$ cat config.mk
export PLATFORM = sky130hd
export DESIGN_NAME = ecc_corrector
export DESIGN_NICKNAME = d
export VERILOG_FILES = /design/src/rtl/ecc_pkg.sv /design/src/rtl/ecc_syndrome.sv /design/src/rtl/ecc_popcount.sv /design/src/rtl/ecc_locate.sv /design/src/rtl/ecc_fix_rmw.sv /design/src/rtl/ecc_corrector.sv
export SDC_FILE = /design/constraint.sdc
export NUM_CORES = 1
export LEC_CHECK = 0
export ABC_AREA = 1
export BUFFER_PORTS_ARGS = -buffer_cell sky130_fd_sc_hd__buf_4
export CAP_MARGIN = 20
export CORE_UTILIZATION = 50
export CTS_CLUSTER_DIAMETER = 200
export CTS_CLUSTER_SIZE = 30
export DETAILED_ROUTE_END_ITERATION = 16
export PLACE_DENSITY = 0.87
export SLEW_MARGIN = 20
export SYNTH_ARGS = -nofsm -noshare
export SYNTH_HDL_FRONTEND = slang
export SYNTH_SLANG_ARGS = --single-unit
$ cat constraint.sdc
create_clock -name clk -period 7.2 [get_ports clk]
set_input_delay 0.36 -clock clk [delete_from_list [all_inputs] [get_ports clk]]
set_output_delay 0.36 -clock clk [all_outputs]
set_load 0.02 [all_outputs]
$ cat src/rtl/ecc_pkg.sv
// ecc_pkg: shared sizes and outcome codes for the single-bit ECC corrector.
// Assumes a code built from even/odd parity pairs over one chunk.
package ecc_pkg;
    localparam int PAIRS  = 12;                 // even/odd parity pairs
    localparam int SYN_W  = 2 * PAIRS;          // syndrome width
    localparam int BYTE_W = 8;
    localparam int ECC_W  = 3 * BYTE_W;         // packed code width
    localparam int BIT_W  = 3;                  // bit-in-byte index width
    localparam int OFF_W  = PAIRS - BIT_W;      // byte offset width
    localparam int CNT_W  = $clog2(SYN_W + 1);  // population count width

    typedef enum logic [1:0] {
        ST_CLEAN  = 2'd0,
        ST_FIXED  = 2'd1,
        ST_ECCBAD = 2'd2,
        ST_FATAL  = 2'd3
    } ecc_status_e;
endpackage

$ cat src/rtl/ecc_syndrome.sv
// ecc_syndrome: inverts both codes, XORs them and arranges the difference
// into pair order. Also flags exact equality and the erased-chunk pattern.
// Assumes byte 0 in bits 7:0 of each packed code. Purely combinational.
module ecc_syndrome
    import ecc_pkg::*;
(
    input  logic [ECC_W-1:0] stored,
    input  logic [ECC_W-1:0] calc,
    output logic [SYN_W-1:0] syn,
    output logic             same,
    output logic             erased
);
    logic [ECC_W-1:0]  diff;
    logic [BYTE_W-1:0] d0, d1, d2;

    // Difference of the complemented codes, split into bytes.
    always_comb begin
        diff = (~stored) ^ (~calc);
        d0   = diff[0*BYTE_W +: BYTE_W];
        d1   = diff[1*BYTE_W +: BYTE_W];
        d2   = diff[2*BYTE_W +: BYTE_W];
    end

    // Pair-ordered syndrome: byte2 high six, byte0, byte1, byte2 low two.
    assign syn    = {d2[1:0], d1, d0, d2[BYTE_W-1:2]};

    // Skip and erased-chunk detection on the raw codes.
    assign same   = (stored == calc);
    assign erased = (&stored) & ~(|calc);
endmodule

$ cat src/rtl/ecc_popcount.sv
// ecc_popcount: counts set bits of a vector. Combinational adder chain;
// assumes W small enough that a linear sum meets timing.
module ecc_popcount #(
    parameter int W   = 24,
    parameter int C_W = $clog2(W + 1)
) (
    input  logic [W-1:0]   vec,
    output logic [C_W-1:0] cnt
);
    // Accumulate the ones of the vector.
    always_comb begin
        cnt = '0;
        for (int i = 0; i < W; i++)
            cnt = cnt + C_W'(vec[i]);
    end
endmodule

$ cat src/rtl/ecc_locate.sv
// ecc_locate: takes the odd member of each syndrome pair as one address bit
// and checks that every pair has exactly one member set.
// Low BIT_W pairs give the bit index; the rest give the byte offset.
module ecc_locate
    import ecc_pkg::*;
(
    input  logic [SYN_W-1:0] syn,
    output logic             pairs_ok,
    output logic [OFF_W-1:0] offset,
    output logic [BIT_W-1:0] bit_idx
);
    logic [PAIRS-1:0] odd_bits;
    logic [PAIRS-1:0] pair_one;

    for (genvar k = 0; k < PAIRS; k++) begin : g_pair
        // Odd member carries the address bit; the pair must differ.
        assign odd_bits[k] = syn[2*k+1];
        assign pair_one[k] = syn[2*k] ^ syn[2*k+1];
    end

    assign pairs_ok = &pair_one;
    assign bit_idx  = odd_bits[BIT_W-1:0];
    assign offset   = odd_bits[PAIRS-1:BIT_W];
endmodule

$ cat src/rtl/ecc_fix_rmw.sv
// ecc_fix_rmw: two-phase read-modify-write that inverts one bit of one byte.
// Assumes a memory whose read data comes back one cycle after the read and
// which takes a write on the edge that ends the write cycle.
module ecc_fix_rmw #(
    parameter int DATA_W = 8,
    parameter int ADDR_W = 9,
    parameter int IDX_W  = 3
) (
    input  logic              clk,
    input  logic              rst_n,
    input  logic              start,
    input  logic [ADDR_W-1:0] addr_in,
    input  logic [IDX_W-1:0]  bit_in,
    output logic              busy,
    output logic              mem_rd_en,
    output logic              mem_wr_en,
    output logic [ADDR_W-1:0] mem_addr,
    input  logic [DATA_W-1:0] mem_rd_data,
    output logic [DATA_W-1:0] mem_wr_data
);
    logic              ph_rd, ph_wr;
    logic [ADDR_W-1:0] addr_q;
    logic [DATA_W-1:0] mask_q;

    // Phase sequencer and capture of target address and flip mask.
    always_ff @(posedge clk) begin
        if (!rst_n) begin
            ph_rd  <= 1'b0;
            ph_wr  <= 1'b0;
            addr_q <= '0;
            mask_q <= '0;
        end else begin
            ph_rd <= start;
            ph_wr <= ph_rd;
            if (start) begin
                addr_q <= addr_in;
                mask_q <= DATA_W'(1) << bit_in;
            end
        end
    end

    assign busy        = ph_rd;
    assign mem_rd_en   = ph_rd;
    assign mem_wr_en   = ph_wr;
    assign mem_addr    = addr_q;
    assign mem_wr_data = mem_rd_data ^ mask_q;
endmodule

$ cat src/rtl/ecc_corrector.sv
// ecc_corrector: classifies a stored/computed code pair for one chunk and
// optionally repairs a single flipped data bit in the chunk buffer.
// Result registered one cycle after acceptance; synchronous active-low reset.
module ecc_corrector
    import ecc_pkg::*;
#(
    parameter bit APPLY_FIX = 1'b1,
    parameter int DATA_W    = 8
) (
    input  logic              clk,
    input  logic              rst_n,
    input  logic              req_valid,
    input  logic [ECC_W-1:0]  stored_ecc,
    input  logic [ECC_W-1:0]  calc_ecc,
    output logic              chk_ready,
    output logic              res_valid,
    output logic [1:0]        res_status,
    output logic [OFF_W-1:0]  fix_offset,
    output logic [BIT_W-1:0]  fix_bit,
    output logic              mem_rd_en,
    output logic              mem_wr_en,
    output logic [OFF_W-1:0]  mem_addr,
    input  logic [DATA_W-1:0] mem_rd_data,
    output logic [DATA_W-1:0] mem_wr_data
);
    logic [SYN_W-1:0] syn;
    logic             same, erased, pairs_ok, busy, accept;
    logic [CNT_W-1:0] ones;
    logic [OFF_W-1:0] loc_off;
    logic [BIT_W-1:0] loc_bit;
    ecc_status_e      nxt_st;

    ecc_syndrome u_syn (.stored(stored_ecc), .calc(calc_ecc),
                        .syn(syn), .same(same), .erased(erased));

    ecc_popcount #(.W(SYN_W), .C_W(CNT_W)) u_cnt (.vec(syn), .cnt(ones));

    ecc_locate u_loc (.syn(syn), .pairs_ok(pairs_ok),
                      .offset(loc_off), .bit_idx(loc_bit));

    // Outcome selection in priority order.
    always_comb begin
        if (same || erased)
            nxt_st = ST_CLEAN;
        else if (ones == CNT_W'(1))
            nxt_st = ST_ECCBAD;
        else if (ones == CNT_W'(PAIRS) && pairs_ok)
            nxt_st = ST_FIXED;
        else
            nxt_st = ST_FATAL;
    end

    assign chk_ready = ~busy;
    assign accept    = req_valid & chk_ready;

    // Result register: pulse valid, hold fields until the next acceptance.
    always_ff @(posedge clk) begin
        if (!rst_n) begin
            res_valid  <= 1'b0;
            res_status <= ST_CLEAN;
            fix_offset <= '0;
            fix_bit    <= '0;
        end else begin
            res_valid <= accept;
            if (accept) begin
                res_status <= nxt_st;
                fix_offset <= (nxt_st == ST_FIXED) ? loc_off : '0;
                fix_bit    <= (nxt_st == ST_FIXED) ? loc_bit : '0;
            end
        end
    end

    if (APPLY_FIX) begin : g_fix
        ecc_fix_rmw #(.DATA_W(DATA_W), .ADDR_W(OFF_W), .IDX_W(BIT_W)) u_rmw (
            .clk(clk), .rst_n(rst_n),
            .start(accept && nxt_st == ST_FIXED),
            .addr_in(loc_off), .bit_in(loc_bit), .busy(busy),
            .mem_rd_en(mem_rd_en), .mem_wr_en(mem_wr_en), .mem_addr(mem_addr),
            .mem_rd_data(mem_rd_data), .mem_wr_data(mem_wr_data));
    end else begin : g_nofix
        assign busy        = 1'b0;
        assign mem_rd_en   = 1'b0;
        assign mem_wr_en   = 1'b0;
        assign mem_addr    = '0;
        assign mem_wr_data = mem_rd_data & '0;
    end
endmodule

# After elaboration in Yosys (flattened, before gate mapping)
# Index checks and enable logic that the tools add are counted.
[op_classes]
n_addsub = 23
mul = 0
div = 0
n_lt_le_gt_ge = 0
n_eq_ne = 4
shifts = 1
mux = 5
n_bitwise = 20
n_reduce_logical = 6
[op_table]
columns = ["op", "count"]
rows = [
  ["5-bit by 1-bit adder with 5-bit output", 22],
  ["24-bit inverter", 2],
  ["24-bit equality test", 1],
  ["24-bit AND reduction", 1],
  ["24-bit OR reduction", 1],
  ["24-bit XOR", 1],
  ["12-bit AND reduction", 1],
  ["1-bit XOR", 12],
  ["9-bit 2-to-1 mux", 1],
  ["1-bit by 3-bit << shifter with 8-bit output (first input constant)", 1],
  ["8-bit XOR", 1],
  ["2-bit 2-to-1 mux", 3],
  ["5-bit by 1-bit equality test with 1-bit output (second input constant)", 1],
  ["5-bit by 4-bit equality test with 1-bit output (second input constant)", 1],
  ["3-bit 2-to-1 mux", 1],
  ["1-bit by 1-bit adder with 2-bit output", 1],
  ["1-bit bitwise AND", 2],
  ["2-bit by 1-bit equality test with 1-bit output (second input constant)", 1],
  ["1-bit logical AND", 2],
  ["1-bit inverter", 2],
  ["1-bit logical OR", 1],
]
[totals]
ff_bits = 34
latchBits = 0
ram_bits = 0
rom_bits = 0
inputBits = 59
output_inout_bits = 35
word_cells = 67
mem_count = 0

# Logic depth before layout (Yosys ltp)
[logic_depth]
ltp_word = 32
depth_mapped = 24

# Cells and area by module
# Synthesis repeated with hierarchy kept, for this count alone.
[unflattened]
cells_unflattened = 471
hier_area_um2 = 3022.9
[by_module_without_submodules]
columns = ["module", "instances", "cells_per_inst", "area_each_um2"]
rows = [
  ["ecc_fix_rmw", 1, 98, 770.7],
  ["ecc_corrector", 1, 83, 675.6],
  ["ecc_popcount", 1, 79, 638.1],
  ["ecc_syndrome", 1, 149, 638.1],
  ["ecc_locate", 1, 62, 300.3],
]

# Worst setup path before layout
# Ideal clock, no wire load.
[synth_timing]
path_kind = "input-to-reg"
start = "input port calc_ecc[19]"
end = "register g_fix.u_rmw.mask_q[7]"
setup_ns = 0.113
t_arrival_ns = 5.262
t_required_ns = 7.087
path_slack_ns = 1.825
cell_stages = 22
n_path_buf = 1
path_cell_list = "xnor2_1 > ha_1 > inv_1 > fa_1 > fa_1 > fa_1 > fa_1 > inv_1 > fa_1 > inv_1 > fa_1 > fa_1 > nand2_1 > nor2_1 > nand2_1 > nor2_1 > nand3_1 > nor2_4 > nand3_2 > buf_2 > nor2_1 > nor2_1"
[synth_via]
elab_chain_cells = 32
[synth_lines]
columns = ["element", "line", "source"]
rows = [
  ["from (decl)", "ecc_corrector.sv:14", "input logic [ECC_W-1:0] calc_ecc,"],
  ["24-bit inverter", "ecc_syndrome.sv:18", "diff = (~stored) ^ (~calc);"],
  ["24-bit XOR", "ecc_syndrome.sv:18", ""],
  ["1-bit by 1-bit adder with 2-bit output", "ecc_popcount.sv:14", "cnt = cnt + C_W'(vec[i]);"],
  ["5-bit by 1-bit adder with 5-bit output (22 in a row)", "ecc_popcount.sv:14", ""],
  ["5-bit by 4-bit equality test with 1-bit output", "ecc_corrector.sv:47", "else if (ones == CNT_W'(PAIRS) && pairs_ok)"],
  ["1-bit logical AND", "ecc_corrector.sv:47", ""],
  ["2-bit 2-to-1 mux", "ecc_corrector.sv:47", ""],
  ["2-bit 2-to-1 mux", "ecc_corrector.sv:45", "else if (ones == CNT_W'(1))"],
  ["2-bit 2-to-1 mux", "ecc_corrector.sv:43", "if (same || erased)"],
  ["2-bit by 1-bit equality test with 1-bit output", "ecc_corrector.sv:76", ".start(accept && nxt_st == ST_FIXED),"],
  ["1-bit logical AND", "ecc_corrector.sv:76", ""],
  ["to (signal assigned)", "ecc_fix_rmw.sv:37", "mask_q <= DATA_W'(1) << bit_in;"],
  ["to (decl)", "ecc_fix_rmw.sv:23", "logic [DATA_W-1:0] mask_q;"],
]
# Parallel ways exist; a longest one is shown, timed or not.
# A chain may end at the register's enable or synchronous reset.

# Worst setup path in the final report
[layout_timing]
start = "input port calc_ecc[19]"
end = "register fix_bit[0]"
[layout_via]
elab_chain_cells = 32
[layout_lines]
columns = ["element", "line", "source"]
rows = [
  ["24-bit inverter", "ecc_syndrome.sv:18", ""],
  ["24-bit XOR", "ecc_syndrome.sv:18", ""],
  ["1-bit by 1-bit adder with 2-bit output", "ecc_popcount.sv:14", ""],
  ["5-bit by 1-bit adder with 5-bit output (22 in a row)", "ecc_popcount.sv:14", ""],
  ["5-bit by 4-bit equality test with 1-bit output", "ecc_corrector.sv:47", ""],
  ["1-bit logical AND", "ecc_corrector.sv:47", ""],
  ["2-bit 2-to-1 mux", "ecc_corrector.sv:47", ""],
  ["2-bit 2-to-1 mux", "ecc_corrector.sv:45", ""],
  ["2-bit 2-to-1 mux", "ecc_corrector.sv:43", ""],
  ["2-bit by 1-bit equality test with 1-bit output", "ecc_corrector.sv:68", "fix_bit <= (nxt_st == ST_FIXED) ? loc_bit : '0;"],
  ["3-bit 2-to-1 mux (*)", "ecc_corrector.sv:68", ""],
  ["to (signal assigned)", "ecc_corrector.sv:68", ""],
  ["to (decl)", "ecc_corrector.sv:19", "output logic [BIT_W-1:0] fix_bit,"],
]
# Mark *: on every way between the ends. The rest lies on a longest branch, timed or not.

==> qor.txt <==
first-pass GRT wire length: 10200 um
worst path cell trace: buf_4 -> xnor2_1 -> ha_1 -> inv_1 -> fa_1 -> fa_1 -> fa_1 -> fa_1 -> inv_1 -> fa_1 -> inv_1 -> fa_1 -> fa_1 -> nand2_1 -> nor2_1 -> nand2_1 -> nor2_1 -> nand3_1 -> nor2_4 -> nand3_2 -> nor2_2 -> nand2_1 -> nand2_1
clk sinks: 34
io pins: 94
cts hold-fix bufs: 0
GR Util All Layers: 24.1%
max-cap check violation count: 0
Setup Buffers After CTS: 0
crit path kind: input port to flop
Post-Synthesis Cell Area: 0.00270 mm^2
slew margin rel.: 52.3%
Hold Fails Final Rpt: 0
post-placement setup slack: 0.884 ns
synth cell count leaders: nand2_1 (89), inv_1 (73), nor2_1 (42)
number of CTS-inserted buffers: 5
Yosys top cell area share: 25.2%
post-synthesis area per instance: 7.19 um^2
Max rail drop VDD: 0.397 mV
Seq/Total Area, Yosys: 25.2%
core area: 0.00514 mm^2
Starting Density: 52.5%
Post-Route WL: 6360 um
CP max-delay cell: fa_1
initial antenna violation count: 0
Hold Crit Start: rst_n
slew of the pin with the lowest slew margin: 0.710 ns
Worst Setup SP: calc_ecc[19]
Overall Power: 1.10 mW
Synth Warn #: 0
post-route ant nets: 0
Die X-Extent: 75.4 um
DRT iter0 DRCs: 153
num rows: 26
count leader, synth: nand2_1
Pre-Repair DR Iteration Count: 4
Synth Register Bits: 34
Min-Delay Path Class: input port to flop
status: finished clean
Worst path most repeated cell: fa_1
vias in the first global route: 2283
Fmax achieved: 165 MHz
syn nets: 470
setup_tns: 0 ns
Final Non-Filler Cells: 537
Port Buffer Count: 93
Residual DRC: 0
Syn Inst Count: 375
global placement routability congestion: 0.920
routed len/inst: 11.8 um
final worst slack: 1.15 ns
top cell type by total area after synthesis: dfxtp_1
Nets: 561
synth unique cells: 25
Layout Skew: 0.00449 ns
via count: 2542
die area: 0.00569 mm^2
Worst setup EP type: flop
unrepaired setup endpoints after global routing: no
root buffer cell: clkbuf_8
final-layout fill cell count: 459
Worst R2R Start: g_fix.u_rmw.busy$_SDFF_PN0_
Syn-to-layout area delta: 32.6%
crit start category: input port
EDFF count, synth: 0
max-slew violations: 0
chip height: 75.4 um
largest net degree at the start of global routing: 23
Clock Tree Buf Depth: 2
Clk pin slew, worst setup/hold paths: 0.07 ns
fin crit share: 84.1%
Leakage: 1.89 nW
H-tree depth: 2
total grt overflow: 0
CP arrival: 6.29 ns
largest cells by area after synthesis: dfxtp_1 (25%), fa_1 (13%), nand2_1 (12%)
min cycle time layout: 6.05 ns
P per Cell Area: 308 mW/mm^2
worst skew pair latency: 0.29 ns
Crit Path Max Fanout: 21
mean number of vias per cell: 4.73
fraction of layout cells with a size suffix above 1: 23.3%
# resized after CTS: 0
final setup vio count: 0
CTS tree: yes
asr flop ratio synth: 0%
Synth Flop Type: dfxtp_1
critical path required time: 7.43 ns
placed cells: 529
# diodes: 0
Largest stage delay, worst path: 0.55 ns
dpl hpwl: 5360 um
[state kept, by name, summed over array words and instances, names as in the netlist]
name                   flops
fix_bit                    3
fix_offset                 9
g_fix.u_rmw.busy           1
g_fix.u_rmw.mask_q         8
g_fix.u_rmw.mem_addr       9
g_fix.u_rmw.mem_wr_en      1
res_status                 2
res_valid                  1
[where the power goes]
part	internal [mW]	switching, mW
clock	0.148	0.0681
sequential	0.192	0.00192
combinational	0.285	0.407
total	0.624	0.477
[stage by stage]
stage | cell area, um^2 | hold WS [ns] | utilization [%]
floorplan | 2700 | 0.472 | -
global placement | 3430 | 0.448 | 66.8
detailed placement | 3430 | 0.454 | 66.8
CTS | 3580 | 0.363 | 69.6
global route | 3580 | 0.387 | 69.6
finish | 3580 | 0.373 | 69.6
[kinds of logic (layout without fill, tap and decap cells)]
family	after synthesis	in the layout	synth area share, %
AOI/OAI and AO/OA	22	22	4.18
xor gates and xnor gates	33	33	10.7
adders and majority gates	36	36	21.4
buffers and inverters	85	177	12.4
DFF	34	34	25.2
and+or+nand+nor	165	165	26.0
[area by class of cell]
type / count / area, um^2 / share of cell area [%]
Multi-Input combinational cell: 256 / 1680 / 47.0
Timing Repair Buffer: 93 / 698 / 19.5
Sequential cell: 34 / 681 / 19.0
Inverter: 76 / 285 / 7.98
Tap cell: 70 / 87.6 / 2.45
Clock buffer: 6 / 82.6 / 2.31
Clock inverter: 2 / 60.1 / 1.68
[per-layer routing]
metal  vias up  wire length (um)  global-route usage (%)
met4         0                93                    8.02
met3         7               364                    2.78
met2        87              3290                    43.6
met5         -                 0                       0
li1       1307                 -                       -
met1      1141              2610                    29.8
[worst paths after layout]
path,to,slack [ns],cells after the start
max,fix_bit[0]$_SDFFE_PN0P_,1.15,23
min,g_fix.u_rmw.mem_wr_en$_SDFF_PN0_,0.37,3
max reg2reg,fix_bit[0]$_SDFFE_PN0P_,5.30,8
min reg2reg,fix_offset[8]$_SDFFE_PN0P_,0.47,2
[placed cells by master, fill, tap and decap left out, types with 2 or more instances in the layout]
master     count
bufinv_16      2
xor2_1         9
ha_1          19
nor3_1         3
fa_1          17
nand3b_1       2
buf_4         93
a21oi_1       21
nand2_1       89
xnor2_1       24
dfxtp_1       34
clkbuf_8       6
inv_2          3
nand4_1       12
nand3_1       11
inv_1         73
nor2_1        42
[worst max-delay path, delay by kind of cell]
family	cells	cell delay [ns]
adder cells (fa/ha/maj)	8	3.67
XOR/XNOR	1	0.45
AND/OR/NAND/NOR	10	1.48
buffers and inverters	4	0.32
Power figures use the tool's default switching activity.
